### config.mk
export PLATFORM = sky130hd
export DESIGN_NAME = can_tx_mb_arbiter
export DESIGN_NICKNAME = d
export VERILOG_FILES = /design/src/rtl/can_txmb_pkg.sv /design/src/rtl/can_txmb_slot.sv /design/src/rtl/can_txmb_pick.sv /design/src/rtl/can_tx_mb_arbiter.sv
export SDC_FILE = /design/constraint.sdc
export NUM_CORES = 1
export LEC_CHECK = 0
export BUFFER_PORTS_ARGS = -buffer_cell sky130_fd_sc_hd__buf_2
export CAP_MARGIN = 20
export CORE_AREA = 2 2 164 246
export CTS_BUF_LIST = sky130_fd_sc_hd__clkbuf_4
export DETAILED_ROUTE_END_ITERATION = 8
export DIE_AREA = 0 0 166 248
export GPL_TIMING_DRIVEN = 0
export PLACE_DENSITY = 0.7
export SETUP_SLACK_MARGIN = 0.05
export SYNTH_ARGS = -nofsm -noshare
export SYNTH_HDL_FRONTEND = slang
export SYNTH_SLANG_ARGS = --single-unit
### constraint.sdc
create_clock -name clk_i -period 10.35 [get_ports clk_i]
set_input_delay 2.07 -clock clk_i [delete_from_list [all_inputs] [get_ports clk_i]]
set_output_delay 2.07 -clock clk_i [all_outputs]
set_load 0.02 [all_outputs]
### src/rtl/can_txmb_pkg.sv
package can_txmb_pkg;
  localparam int ID_W   = 30;
  localparam int DLC_W  = 4;
  localparam int DATA_W = 64;
  localparam int MODE_W = 3;

  localparam int MODE_LSB = 24;
  localparam int PRIO_LSB = 16;
  localparam int CMD_BIT  = 23;
  localparam int RTR_BIT  = 20;
  localparam int DLC_LSB  = 16;

  localparam logic [MODE_W-1:0] MODE_OFF = 3'd0;
  localparam logic [MODE_W-1:0] MODE_TX  = 3'd3;

  typedef enum logic [2:0] {
    REG_MODE = 3'd0,
    REG_ID   = 3'd1,
    REG_DLO  = 3'd2,
    REG_DHI  = 3'd3,
    REG_CTRL = 3'd4
  } reg_sel_e;

  typedef struct packed {
    logic [ID_W-1:0]   id;
    logic              rtr;
    logic [DLC_W-1:0]  dlc;
    logic [DATA_W-1:0] data;
  } frame_t;
endpackage

### src/rtl/can_txmb_slot.sv
module can_txmb_slot
  import can_txmb_pkg::*;
#(
  parameter int PRIO_W = 4
) (
  input  logic              clk_i,
  input  logic              rst_ni,
  input  logic              wr_en_i,
  input  reg_sel_e          wr_reg_i,
  input  logic [31:0]       wr_data_i,
  input  logic              grant_i,
  input  logic              fin_i,
  input  logic              abt_i,
  output logic [PRIO_W-1:0] prio_o,
  output logic              pend_o,
  output logic              ready_o,
  output logic              abort_o,
  output frame_t            frame_o
);
  logic [MODE_W-1:0] mode_q;
  logic [PRIO_W-1:0] prio_q;
  logic [ID_W-1:0]   id_q;
  logic [DLC_W-1:0]  dlc_q;
  logic              rtr_q;
  logic [31:0]       dlo_q, dhi_q;
  logic              ready_q, abort_q, pend_q;
  logic              arm;

  assign arm = wr_en_i && (wr_reg_i == REG_CTRL) && wr_data_i[CMD_BIT]
               && (mode_q == MODE_TX) && ready_q;

  always_ff @(posedge clk_i or negedge rst_ni) begin
    if (!rst_ni) begin
      mode_q  <= MODE_OFF;
      prio_q  <= '0;
      id_q    <= '0;
      dlc_q   <= '0;
      rtr_q   <= 1'b0;
      dlo_q   <= '0;
      dhi_q   <= '0;
      ready_q <= 1'b1;
      abort_q <= 1'b0;
      pend_q  <= 1'b0;
    end else begin
      if (fin_i) begin
        ready_q <= 1'b1;
        abort_q <= abt_i;
      end else if (arm) begin
        ready_q <= 1'b0;
        abort_q <= 1'b0;
        pend_q  <= 1'b1;
        dlc_q   <= wr_data_i[DLC_LSB +: DLC_W];
        rtr_q   <= wr_data_i[RTR_BIT];
      end
      if (grant_i) pend_q <= 1'b0;
      if (wr_en_i && ready_q) begin
        case (wr_reg_i)
          REG_MODE: begin
            mode_q <= wr_data_i[MODE_LSB +: MODE_W];
            prio_q <= wr_data_i[PRIO_LSB +: PRIO_W];
          end
          REG_DLO: dlo_q <= wr_data_i;
          REG_DHI: dhi_q <= wr_data_i;
          default: ;
        endcase
      end
      // identifier only writable while disabled
      if (wr_en_i && (wr_reg_i == REG_ID) && (mode_q == MODE_OFF))
        id_q <= wr_data_i[ID_W-1:0];
    end
  end

  assign prio_o  = prio_q;
  assign pend_o  = pend_q;
  assign ready_o = ready_q;
  assign abort_o = abort_q;
  assign frame_o = '{id: id_q, rtr: rtr_q, dlc: dlc_q, data: {dhi_q, dlo_q}};

  p_arm_drops_ready_r2: assert property (@(posedge clk_i) disable iff (!rst_ni)
    arm |=> (!ready_o && pend_o && !abort_o));

  p_fin_restores_r6: assert property (@(posedge clk_i) disable iff (!rst_ni)
    fin_i |=> (ready_o && (abort_o == $past(abt_i))));

  p_id_locked_r8: assert property (@(posedge clk_i) disable iff (!rst_ni)
    (mode_q != MODE_OFF) |=> $stable(id_q));

  p_pend_not_ready_r5: assert property (@(posedge clk_i) disable iff (!rst_ni)
    pend_o |-> !ready_o);
endmodule

### src/rtl/can_txmb_pick.sv
module can_txmb_pick #(
  parameter int N      = 4,
  parameter int PRIO_W = 4,
  localparam int IDX_W = (N > 1) ? $clog2(N) : 1
) (
  input  logic [N-1:0]             req_i,
  input  logic [N-1:0][PRIO_W-1:0] prio_i,
  output logic                     any_o,
  output logic [IDX_W-1:0]         idx_o
);
  logic [PRIO_W-1:0] best;

  // strict less-than keeps the lower index on a tie
  always_comb begin
    any_o = 1'b0;
    idx_o = '0;
    best  = '1;
    for (int i = 0; i < N; i++) begin
      if (req_i[i] && (!any_o || (prio_i[i] < best))) begin
        any_o = 1'b1;
        idx_o = IDX_W'(i);
        best  = prio_i[i];
      end
    end
  end
endmodule

### src/rtl/can_tx_mb_arbiter.sv
module can_tx_mb_arbiter
  import can_txmb_pkg::*;
#(
  parameter int NUM_MB  = 4,
  parameter int MB_BASE = 12,
  parameter int MBN_W   = 4,
  parameter int PRIO_W  = 4,
  localparam int IDX_W  = (NUM_MB > 1) ? $clog2(NUM_MB) : 1
) (
  input  logic               clk_i,
  input  logic               rst_ni,
  input  logic               wr_en_i,
  input  logic [MBN_W-1:0]   wr_mb_i,
  input  logic [2:0]         wr_reg_i,
  input  logic [31:0]        wr_data_i,
  output logic               tx_start_o,
  output logic [MBN_W-1:0]   tx_mb_o,
  output logic [ID_W-1:0]    tx_id_o,
  output logic               tx_rtr_o,
  output logic [DLC_W-1:0]   tx_dlc_o,
  output logic [DATA_W-1:0]  tx_data_o,
  input  logic               tx_done_i,
  input  logic               tx_abort_i,
  output logic [NUM_MB-1:0]  mb_ready_o,
  output logic [NUM_MB-1:0]  mb_abort_o,
  output logic [NUM_MB-1:0]  mb_event_o
);
  logic [MBN_W:0]                off_w;
  logic                          hit;
  logic [NUM_MB-1:0]             pend, grant, fin;
  logic [NUM_MB-1:0][PRIO_W-1:0] prio;
  frame_t                        frames [NUM_MB];
  logic                          any;
  logic [IDX_W-1:0]              pick;
  logic                          busy_q, start_q;
  logic [IDX_W-1:0]              cur_q;
  logic [NUM_MB-1:0]             event_q;
  logic                          answer;

  assign off_w  = {1'b0, wr_mb_i} - (MBN_W+1)'(MB_BASE);
  assign hit    = !off_w[MBN_W] && (off_w < (MBN_W+1)'(NUM_MB));
  assign answer = busy_q && (tx_done_i || tx_abort_i);

  for (genvar k = 0; k < NUM_MB; k++) begin : g_slot
    logic sel_wr;
    assign sel_wr   = wr_en_i && hit && (off_w[IDX_W-1:0] == IDX_W'(k));
    assign grant[k] = !busy_q && any && (pick == IDX_W'(k));
    assign fin[k]   = answer && (cur_q == IDX_W'(k));

    can_txmb_slot #(.PRIO_W(PRIO_W)) i_slot (
      .clk_i     (clk_i),
      .rst_ni    (rst_ni),
      .wr_en_i   (sel_wr),
      .wr_reg_i  (reg_sel_e'(wr_reg_i)),
      .wr_data_i (wr_data_i),
      .grant_i   (grant[k]),
      .fin_i     (fin[k]),
      .abt_i     (tx_abort_i),
      .prio_o    (prio[k]),
      .pend_o    (pend[k]),
      .ready_o   (mb_ready_o[k]),
      .abort_o   (mb_abort_o[k]),
      .frame_o   (frames[k])
    );

    p_pick_min_r3: assert property (@(posedge clk_i) disable iff (!rst_ni)
      (!busy_q && pend[k]) |-> (any && (prio[pick] <= prio[k])));

    p_tie_low_r4: assert property (@(posedge clk_i) disable iff (!rst_ni)
      (!busy_q && pend[k] && (prio[pick] == prio[k])) |-> (pick <= IDX_W'(k)));
  end

  can_txmb_pick #(.N(NUM_MB), .PRIO_W(PRIO_W)) i_pick (
    .req_i  (pend),
    .prio_i (prio),
    .any_o  (any),
    .idx_o  (pick)
  );

  always_ff @(posedge clk_i or negedge rst_ni) begin
    if (!rst_ni) begin
      busy_q  <= 1'b0;
      start_q <= 1'b0;
      cur_q   <= '0;
      event_q <= '0;
    end else begin
      start_q <= 1'b0;
      event_q <= '0;
      if (!busy_q && any) begin
        busy_q  <= 1'b1;
        start_q <= 1'b1;
        cur_q   <= pick;
      end else if (answer) begin
        busy_q         <= 1'b0;
        event_q[cur_q] <= 1'b1;
      end
    end
  end

  assign tx_start_o = start_q;
  assign tx_mb_o    = MBN_W'(MB_BASE) + MBN_W'(cur_q);
  assign tx_id_o    = frames[cur_q].id;
  assign tx_rtr_o   = frames[cur_q].rtr;
  assign tx_dlc_o   = frames[cur_q].dlc;
  assign tx_data_o  = frames[cur_q].data;
  assign mb_event_o = event_q;

  p_no_preempt_r5: assert property (@(posedge clk_i) disable iff (!rst_ni)
    (busy_q && !tx_done_i && !tx_abort_i) |=> (busy_q && $stable(cur_q) && !tx_start_o));

  p_event_single_r6: assert property (@(posedge clk_i) disable iff (!rst_ni)
    $onehot0(mb_event_o));

  p_idle_answer_r11: assert property (@(posedge clk_i) disable iff (!rst_ni)
    !busy_q |=> (mb_event_o == '0));

  p_flight_not_ready_r5: assert property (@(posedge clk_i) disable iff (!rst_ni)
    busy_q |-> !mb_ready_o[cur_q]);
endmodule

==> metrics.txt <==
CP max stage delay 0.88 ns; Die Y 248 um; Syn Area/Cell 15.9 um2; Leak 0.0115 uW; Crit-path slowest cell buf_1; Root Driver clkbuf_4; clk sinks 444; GRT met3 Usage 4.46%; worst-case clock buffer depth 3; wire length per cell 22.4 um; Placer Congestion 0.797; Netlist cell types 53; pin count of the biggest net entering global routing 129; PortBufs 153; dpl hpwl 31800 um; Post-Syn Instances 1232; Max Clock Skew 0.0537 ns; number of global-route vias before repair 12603; period utilization 54.7%; DRT Pass-1 Iters 5; worst slack, placed 5.52 ns; Max Slew Vio Count 0; Clk Latency, worst-skew pair 0.82 ns; setup bufs post-CTS 0; most frequent cells in the layout dfrtp_1 (440), mux2_2 (418), buf_2 (200); Post-synth EDFFs 0; TritonCTS clock tree built; vias per inst 5.64; P per Cell Area 155 nW/um2; Top-Level Pins 160; # hold bufs at CTS 0; CP required 8.28 ns; Final TNS setup 0 ns; commonest non-fill, non-tap cell in the layout dfrtp_1; area grow syn2layout 14.3%; Slew @ Worst Pin 1.09 ns; Seq/Total Area, Yosys 56.6%; final wirelength 46600 um; H-Tree Depth 3; Worst path most repeated cell buf_1; Final setup viols 0; Post-Synthesis Cell Area 19600 um2; WP data arrival 3.59 ns; die width 166 um; Non-Filler Instances 2075; core area 39100 um2; post-cts resize count 0; Clock Pin Slew Worst Setup and Hold Paths 0.08 ns; maxcap violations 0; grt total ovfl 0; reg2reg setup slack 5.48 ns; crit path kind flop to output pin; final core utilization 57.4%; #FFs+latches synth 444; Hold Violations, Final 0; die area 41200 um2; Iteration-0 DRC Markers 696; RSZ-0062 raised after global routing no; Most used DFF post-synth dfrtp_1; antenna violations before repair 3; via count 11712; DRC 0; fraction of registers with async set/reset 100%; placed cells 1889; layout cells sized above 1 58.2%; HP Class flop to flop; M1 GR Usage 27.8%; synth warn 0; Setup crit end kind output pin; Most Used Layer, Global Route met2; Final nets 1547; first-pass GRT wire length 72400 um; Rows 89; FILL cells 3165; DRT antenna net count 0; crit path cell chain buf_1 > buf_1 > mux4_2 > buf_2; normalized max-slew margin 27.6%; CP max FO 10; Starting Density 50.2%; Critical path buffers and inverters 3; setup ws final 4.69 ns; Max IR drop VDD 0.0769 mV; CP Launch Type flop; gr usage total 23.2%; status finished clean; Max Clock Freq 177 MHz; Top delay family on crit path buffers and inverters; Tmin final 5.66 ns; GR met2 Demand/Resource 41.6%; Num CTS Buffers 105
registers in the layout, summed over array words and instances, names as in the netlist:
signal	cells
cur_q	2
g_slot.i_slot.dlo_q	128
g_slot.i_slot.ready_o	4
busy_q	1
g_slot.i_slot.dlc_q	16
g_slot.i_slot.id_q	120
g_slot.i_slot.abort_o	4
g_slot.i_slot.mode_q	12
g_slot.i_slot.dhi_q	128
g_slot.i_slot.rtr_q	4
mb_event_o	4
g_slot.i_slot.prio_o	16
tx_start_o	1
g_slot.i_slot.pend_o	4
path summary, 6_finish.rpt:
check                      cells past startpoint                 startpoint                         to
min in group asynchronous                      1                     rst_ni  g_slot[3].i_slot.dhi_q[3]
hold reg to reg                                1  g_slot[2].i_slot.id_q[18]  g_slot[2].i_slot.id_q[18]
hold / removal                                 1  g_slot[2].i_slot.id_q[18]  g_slot[2].i_slot.id_q[18]
setup reg to reg                              18    g_slot[0].i_slot.pend_o    g_slot[3].i_slot.pend_o
max in group asynchronous                      3                     rst_ni  g_slot[0].i_slot.id_q[16]
setup / recovery                               4                   cur_q[1]              tx_data_o[63]
report_power, final:
group	switching (uW)	internal (uW)
Combinational	150	114
Sequential	29.2	1800
Clock	672	727
metrics by stage:
stage | hold slack, ns | area (um2) | power, uW
detailed placement | 0.474 | 21100 | 2120
global route | 0.510 | 22400 | 3650
global placement | 0.463 | 21000 | 2110
floorplan | 0.452 | 19600 | 2000
CTS | 0.491 | 22400 | 3540
finish | 0.492 | 22400 | 3490
final cells by class:
class                   count  area [um2]  area share [%]
diodes                      2        5.00          0.0223
plain buffers             110         514            2.29
clock buffers             161        1210            5.39
clock inverters            23         114           0.507
inverters                   3        11.3          0.0502
multi-input cells         676        7990            35.6
flip-flops and latches    444       11100            49.5
well taps                 500         626            2.79
repair buffers            156         858            3.82
logic make-up (layout without fill, tap and decap cells):
family,Yosys count,count (layout),synth area share [%]
flip-flops,444,444,56.6
buffers and inverters,113,453,2.68
multiplexers,524,524,35.7
XOR/XNOR,1,1,0.0446
other,1,4,0.0191
adder cells (fa/ha/maj),7,7,0.446
AO/OA/AOI/OAI,43,43,1.50
AND/OR/NAND/NOR,99,99,2.94
Yosys cell counts (2+ instances only):
cell type	count	area, um2
nand2_1	17	63.8
o21a_1	3	22.5
nand3b_1	4	30.0
nor2_2	3	18.8
or4_4	2	22.5
mux2_1	6	67.6
nand2b_1	8	50.1
a31o_1	2	17.5
or3_1	2	12.5
buf_1	6	22.5
nor3_2	2	20.0
nand4b_1	2	17.5
a31oi_2	2	25.0
a21o_1	5	37.5
mux2_2	418	4710
clkbuf_1	45	169
dfrtp_1	440	11000
o21bai_1	2	15.0
nor2_4	2	22.5
and3_4	2	22.5
mux4_2	99	2230
and3_1	2	12.5
nor2_1	29	109
buf_2	48	240
a21oi_1	10	50.1
ha_1	7	87.6
or4b_1	2	20.0
inv_1	3	11.3
o21ai_0	11	55.1
dfstp_2	4	105
nor3_1	4	20.0
nand3_1	6	30.0
nor2b_1	4	25.0
buf_4	11	82.6
metal layers:
layer,up-vias,share of wire (%)
li1,5132,-
met1,6200,40
met2,299,53
met3,79,4.6
met4,2,2.6
met5,-,0.024
No activity file was read; power rests on OpenSTA's default activity.
